==> config.mk <==
export PLATFORM = sky130hd
export DESIGN_NAME = gpio_port
export DESIGN_NICKNAME = d
export VERILOG_FILES = /design/src/rtl/gpio_port.sv
export SDC_FILE = /design/constraint.sdc
export NUM_CORES = 1
export LEC_CHECK = 0
export CORE_ASPECT_RATIO = 0.5
export CORE_MARGIN = 4
export CORE_UTILIZATION = 44
export CTS_CLUSTER_DIAMETER = 200
export CTS_CLUSTER_SIZE = 8
export DETAILED_ROUTE_END_ITERATION = 8
export HOLD_SLACK_MARGIN = 0.03
export PLACE_DENSITY = 0.79
export SYNTH_ARGS = -nofsm -noshare
export SYNTH_HDL_FRONTEND = slang
export SYNTH_SLANG_ARGS = --single-unit
export TNS_END_PERCENT = 10
==> constraint.sdc <==
create_clock -name clk -period 1.7 [get_ports clk]
set_input_delay 0.34 -clock clk [delete_from_list [all_inputs] [get_ports clk]]
set_output_delay 0.34 -clock clk [all_outputs]
set_load 0.1 [all_outputs]
==> src/rtl/gpio_port.sv <==
module gpio_port #(
  parameter int NPINS    = 8,
  parameter int ADDR_W   = 4,
  parameter int DATA_OFS = 0,
  parameter int SET_OFS  = 4,
  parameter int CTL_OFS  = 8
) (
  input  logic              clk,
  input  logic              rst_n,
  input  logic              lp_hold,
  input  logic [ADDR_W-1:0] bus_addr,
  input  logic              bus_wr,
  input  logic [31:0]       bus_wdata,
  output logic [31:0]       bus_rdata,
  input  logic [NPINS-1:0]  pin_in,
  output logic [NPINS-1:0]  pin_out,
  output logic [NPINS-1:0]  pin_oe,
  input  logic [NPINS-1:0]  alt_out,
  input  logic [NPINS-1:0]  alt_oe,
  output logic [NPINS-1:0]  alt_in
);
  localparam int STRIDE = 4;
  localparam int DIR_LSB = 24;
  localparam int OUT_LSB = 16;
  localparam int SNP_LSB = 8;

  logic [1:0]       fsel [NPINS];
  logic [NPINS-1:0] dir_q, dout_q, snap_q, sync1_q, sync2_q;
  logic [NPINS-1:0] hold_out_q, hold_oe_q, alt_sel, live_out, live_oe;
  logic [1:0]       fill_q;
  logic             snap_done_q;
  logic [31:0]      ctl_rd, data_rd;

  wire hit_data = bus_addr == ADDR_W'(DATA_OFS);
  wire hit_set  = bus_addr == ADDR_W'(SET_OFS);
  wire hit_ctl  = bus_addr == ADDR_W'(CTL_OFS);

  for (genvar n = 0; n < NPINS; n++) begin : g_pin
    always_ff @(posedge clk or negedge rst_n)
      if (!rst_n) fsel[n] <= 2'b00;
      else if (bus_wr && hit_ctl) fsel[n] <= bus_wdata[STRIDE*n +: 2];
    assign alt_sel[n] = fsel[n] == 2'b01;
  end

  always_ff @(posedge clk or negedge rst_n)
    if (!rst_n) begin
      dir_q  <= '0;
      dout_q <= '0;
    end else if (bus_wr && hit_data) begin
      dir_q  <= bus_wdata[DIR_LSB +: NPINS];
      dout_q <= bus_wdata[OUT_LSB +: NPINS];
    end else if (bus_wr && hit_set) begin
      dout_q <= dout_q | bus_wdata[OUT_LSB +: NPINS];
    end

  always_ff @(posedge clk or negedge rst_n)
    if (!rst_n) begin
      sync1_q     <= '0;
      sync2_q     <= '0;
      fill_q      <= '0;
      snap_done_q <= 1'b0;
      snap_q      <= '0;
    end else begin
      sync1_q <= pin_in;
      sync2_q <= sync1_q;
      if (fill_q != 2'd2) fill_q <= fill_q + 2'd1;
      if (fill_q == 2'd2 && !snap_done_q) begin
        snap_q      <= sync2_q;
        snap_done_q <= 1'b1;
      end
    end

  assign live_out = (alt_sel & alt_out) | (~alt_sel & dout_q);
  assign live_oe  = (alt_sel & alt_oe)  | (~alt_sel & dir_q);

  always_ff @(posedge clk or negedge rst_n)
    if (!rst_n) begin
      hold_out_q <= '0;
      hold_oe_q  <= '0;
    end else if (!lp_hold) begin
      hold_out_q <= live_out;
      hold_oe_q  <= live_oe;
    end

  assign pin_out = lp_hold ? hold_out_q : live_out;
  assign pin_oe  = lp_hold ? hold_oe_q  : live_oe;
  assign alt_in  = sync2_q;

  always_comb begin
    ctl_rd  = '0;
    data_rd = '0;
    for (int n = 0; n < NPINS; n++) ctl_rd[STRIDE*n +: 2] = fsel[n];
    data_rd[DIR_LSB +: NPINS] = dir_q;
    data_rd[OUT_LSB +: NPINS] = dout_q;
    data_rd[SNP_LSB +: NPINS] = snap_q;
    data_rd[0 +: NPINS]       = sync2_q;
  end

  assign bus_rdata = hit_data ? data_rd : hit_ctl ? ctl_rd : 32'h0;

  localparam logic [31:0] CTL_MASK = 32'h3333_3333;

  AST_CTL_RSV_ZERO: assert property (@(posedge clk) disable iff (!rst_n)
    hit_ctl |-> (bus_rdata & ~CTL_MASK) == 32'h0);
  AST_SET_READ_ZERO: assert property (@(posedge clk) disable iff (!rst_n)
    (hit_set || !(hit_data || hit_ctl)) |-> bus_rdata == 32'h0);
  AST_SET_NO_CLEAR: assert property (@(posedge clk) disable iff (!rst_n)
    (bus_wr && hit_set) |=> ((dout_q & $past(dout_q)) == $past(dout_q)) && $stable(dir_q));
  AST_SNAP_STICKY: assert property (@(posedge clk) disable iff (!rst_n)
    (snap_done_q && $past(snap_done_q)) |-> $stable(snap_q));
  AST_FREEZE_PADS: assert property (@(posedge clk) disable iff (!rst_n)
    (lp_hold && $past(lp_hold)) |-> ($stable(pin_out) && $stable(pin_oe)));
endmodule

# Word level (Yosys, flattened, before mapping)
# Index checks and enable logic that the tools add are counted.
dict set report word_totals {
  wordCells 51
  in_bits 64
  regBits 75
  out_inout_bits 56
}
dict set report classes {
  muxes 6
  reduce_logical 7
  n_eq_ne 12
  n_bitwise 8
  n_addsub 1
}
# operator n
set ops {}
lappend ops {{$and A8 B8 Y8} 4}
lappend ops {{$mux W32} 1}
lappend ops {{$mux W8} 4}
lappend ops {{$mux W30} 1}
lappend ops {{$or A8 B8 Y8} 3}
lappend ops {{$eq A2 B1 Y1 const B} 8}
lappend ops {{$not A8 Y8} 1}
lappend ops {{$eq A4 B3 Y1 const B} 1}
lappend ops {{$eq A4 B4 Y1 const B} 1}
lappend ops {{$logic_and A1 B1 Y1} 4}
lappend ops {{$logic_not A4 Y1} 1}
lappend ops {{$add A2 B1 Y2 const B} 1}
lappend ops {{$eq A2 B2 Y1 const B} 1}
lappend ops {{$ne A2 B2 Y1 const B} 1}
lappend ops {{$reduce_bool A2 Y1} 1}
lappend ops {{$logic_not A1 Y1} 1}

# Logic depth before layout (Yosys ltp)
dict set report depth {
  depth_word 5
  ltp_mapped 5
  mapped_depth_nobuf 4
}

# Worst setup path after synthesis
# Ideal clock, no wire load.
dict set report synth_timing {
  kind {register to register}
  from {register fsel, in the netlist ctl_rd[1]}
  to {register hold_oe_q[0]}
  path_slack_ps -1464
  period_less_slack_ps 3164
  required_ps 1347
  t_arrival_ps 2811
  path_stages_with_launch 4
  path_cell_list {dfrtp_1 -> nor2b_1 -> mux2i_1 -> o21ai_0}
}
dict set report synth_via {
  elab_chain_len 5
  elab_cells_between_ends 6
}
# item line
set synth_rtl {}
lappend synth_rtl {{from (decl)} 27} ;# logic [1:0] fsel [NPINS];
lappend synth_rtl {{from (signal, indexed assignment)} 41} ;# else if (bus_wr && hit_ctl) fsel[n] <= bus_wdata[STRIDE*n +: 2];
lappend synth_rtl {{$eq A2 B1 Y1 *} 42} ;# assign alt_sel[n] = fsel[n] == 2'b01;
lappend synth_rtl {{$not A8 Y8} 74} ;# assign live_oe = (alt_sel & alt_oe) | (~alt_sel & dir_q);
lappend synth_rtl {{$and A8 B8 Y8} 74}
lappend synth_rtl {{$or A8 B8 Y8 *} 74}
lappend synth_rtl {{$mux W8 *} --}
lappend synth_rtl {{via pin_oe[0]} 17} ;# output logic [NPINS-1:0] pin_oe,
lappend synth_rtl {{to (signal assigned)} 82} ;# hold_oe_q <= live_oe;
lappend synth_rtl {{to (decl)} 29} ;# logic [NPINS-1:0] hold_out_q, hold_oe_q, alt_sel, live_out, live_oe;
# The timed path passes the listed nets; every way through them passes the cells marked *.
# A chain may end at the register's enable or synchronous reset.

# Worst setup path in the final report
dict set report layout_timing {
  from {register fsel, in the netlist ctl_rd[1]}
  to {output pin_out[0]}
}
dict set report layout_via {
  elab_chain_len 5
  elab_cells_between_ends 6
}
# item line
set layout_rtl {}
lappend layout_rtl {{$eq A2 B1 Y1 *} 42}
lappend layout_rtl {{$not A8 Y8} 73} ;# assign live_out = (alt_sel & alt_out) | (~alt_sel & dout_q);
lappend layout_rtl {{$and A8 B8 Y8} 73}
lappend layout_rtl {{$or A8 B8 Y8 *} 73}
lappend layout_rtl {{$mux W8 *} --}
lappend layout_rtl {{to (decl)} 16} ;# output logic [NPINS-1:0] pin_out,
# Mark *: on every way between the ends. The rest lies on a longest branch, timed or not.

==> run_results.csv <==
group,metric,value,unit
synthesis,mappedNetlistNets,292,
synthesis,synth_cells,227,
outcome,violations,"negative setup slack",
synthesis,ys_ff_latch,75,
routing,postRouteAntennaNets,0,
sta,worst_hold_slack,0.347,ns
critical_path,crit_chain,"nor2b_4 -> mux2i_4 -> o21ai_4 -> buf_12",
cts,cts_sinks,75,
layout,stdcell_area,5930,µm²
placement,port_buffers,111,
cts,cts_buffers,9,
sta,setup_ws,-0.226,ns
layout,fillers,283,
floorplanning,die-area,8690,µm²
synthesis,syn-mean-instance-area,13.9,µm²
synthesis,ys_warn_count,0,
sta,period_minus_slack,1.93,ns
routing,wirelength,11400,µm
sta,slew_headroom,71.8,%
critical_path,critical-path-top-delay-family,"flip-flops",
floorplanning,die_x,128,µm
critical_path,cp_data_arrival_time,1.59,ns
layout,nets,438,
synthesis,syn_area,3160,µm²
routing,dr.pass1.iters,4,
placement,gp_congestion,0.775,
floorplanning,dieHeight,67.9,µm
layout,mostFrequentLayoutCells,"dfrtp_1, buf_12, clkdlybuf4s50_1, mux2_2, buf_4",
pwr,leakage,2.63,nW
cts,cts_root_buffer,"clkbuf_16",
global_route,grt_use_total,26.3,%
floorplanning,initial_utilization,46.3,%
floorplanning,rows,21,
outcome,outcome,"complete, but fails checks",
cts,cts_tree,"built",
sta,clock.fmax,519,MHz
placement,place_hpwl,6430,µm
critical_path,critPathMaxStageDelay,0.44,ns
global_route,grt_max_degree,33,
sta,setup_viol,48,
global_route,antenna_found_initial,0,
sta,finalCritPeriodShare,113,%
layout,antenna_cells,0,
layout,drive_gt1_share,57.1,%
synthesis,ys_types,23,
critical_path,criticalPathCategory,"reg2out",
cts,htree_levels,3,
sta,tightestPinTransition,0.423,ns
sta,finalClockSkew,0.00656,ns
global_route,overflow,0,
global_route,grt_pass1_wl,16400,µm
cts,cts_max_path_buffers,2,
layout,final_common_cell,"dfrtp_1",
critical_path,path_buf_inv,1,
critical_path,cp_slowest_cell,"dfrtp_2",
placement,placed_area,5170,µm²
layout,area_delta_synth_final,87.4,%
job,drv_cap,0,
pwr,irDropWorstVdd,0.000770,V
routing,detail_route.wl_per_cell,24.3,µm
pwr,power_density,1210,nW/µm²
critical_path,startpoint_type,"flip-flop",
sta,grt_setup_unrepaired,"true",
critical_path,cp_data_required_time,1.36,ns
synthesis,ys_seq_area_share,59.4,%
routing,routed_via_density,5.40,
cts,clk_pin_slew_worst_paths,0.06,ns
floorplanning,core,6830,µm²
sta,drv_slew,0,
routing,drc,0,
floorplanning,io_pins,120,
global_route,grt_pass1_vias,2772,
routing,drtIter0Drc,192,
hold_path,hp-class,"reg2reg",
critical_path,critPathCaptureType,"output pin",
routing,route.vias.total,2540,
critical_path,path_max_fanout,3,
sta,hold_viol_final,0,
cts,clock_latency,0.35,ns
## state kept, by name (all words and copies together), names as in the netlist
signal,cells
ctl_rd,16
alt_in,8
dir_q,8
dout_q,8
hold_oe_q,8
hold_out_q,8
snap_q,8
sync1_q,8
fill_q,2
snap_done_q,1
## Yosys cell counts
master | instances | share of area, %
nand4b_4 | 1 | 0.75
xnor2_1 | 1 | 0.28
clkbuf_1 | 4 | 0.47
and2_1 | 16 | 3.2
or2_2 | 1 | 0.20
nor2_4 | 1 | 0.36
dfrtp_1 | 75 | 59
nor4b_4 | 1 | 0.75
nand2_1 | 17 | 2.0
nand3_4 | 1 | 0.55
nor4b_2 | 1 | 0.47
mux2i_1 | 16 | 5.1
nor2_1 | 1 | 0.12
buf_6 | 3 | 1.1
nor4_4 | 1 | 0.67
mux2_4 | 10 | 4.7
buf_2 | 3 | 0.47
nor2b_1 | 9 | 1.8
a22o_1 | 24 | 6.6
mux2_2 | 22 | 7.8
inv_1 | 1 | 0.12
ha_1 | 1 | 0.40
o21ai_0 | 17 | 2.7
## worst paths after layout
path / slack [ns] / start / cells after the start / end
worst max-delay path: -0.23 / ctl_rd[1]$_DFFE_PN0P_ / 4 / pin_out[0]
worst min-delay path: 0.35 / sync1_q[3]$_DFF_PN0_ / 0 / alt_in[3]$_DFF_PN0_
worst max register to register: 0.17 / fill_q[0]$_DFFE_PN0P_ / 5 / snap_q[5]$_DFFE_PN0P_
worst min register to register: 0.35 / sync1_q[3]$_DFF_PN0_ / 0 / alt_in[3]$_DFF_PN0_
max in group asynchronous: 0.65 / rst_n / 3 / hold_out_q[4]$_DFF_PN0_
min in group asynchronous: 0.48 / rst_n / 2 / dout_q[7]$_DFFE_PN0P_
## power by group
| part | internal [mW] | switching (mW) |
|---|---|---|
| clock | 1.29 | 0.782 |
| sequential | 2.08 | 0.261 |
| combinational | 1.17 | 1.56 |
| total | 4.54 | 2.61 |
## area by class of cell
cell class / instances / area (µm²) / area share, %
Clock buffer: 10 / 229 / 3.86
Tap cell: 92 / 115 / 1.94
Sequential cell: 75 / 1880 / 31.7
Clock inverter: 6 / 88.8 / 1.50
Inverter: 1 / 3.75 / 0.0633
Timing Repair Buffer: 145 / 2040 / 34.4
Multi-Input combinational cell: 141 / 1580 / 26.6
## per-layer routing
layer  track usage [%]  up-vias  part of all wire, %  wire [µm]
li1                  -     1111                    -          -
met1              30.4     1310                   41       4730
met2              46.8       93                   51       5870
met3              7.72       26                  4.8        543
met4              11.0        0                  2.4        273
met5                 0        -                    0          0
## cells by family (layout without fill, tap and decap cells)
logic type                 count (synthesis)  in the layout  synth area share, %
buffers and inverters                     11            162                 2.14
xor gates and xnor gates                   1              1                0.277
and+or+nand+nor                           50             50                 10.8
AOI/OAI and AO/OA                         41             41                 9.34
DFF                                       75             75                 59.4
muxes                                     48             48                 17.6
adders and majority gates                  1              1                0.396
## timing repair
action                                  CTS  global route
buffers inserted                         12             5
endpoints found under the setup margin   48            48
endpoints found under the hold margin    29             0
hold buffers                              1             0
pin swaps                                16             5
cloned                                    2             0
resized for setup                        72            14
## metrics by stage
step           setup TNS, ns  cells  power, mW  setup slack (ns)  utilization (%)
2_1_floorplan          -5.77    227       3.77            -0.277                -
3_3_place_gp          -20.53    435       4.65            -0.473             75.7
3_5_place_dp          -23.99    435       4.71            -0.516             75.7
4_1_cts                -2.88    465       6.96            -0.131             85.4
5_1_grt                -9.14    470       7.35            -0.265             86.7
6_report               -6.55    470       7.14            -0.226             86.7
(Power assumes the default switching activity.)
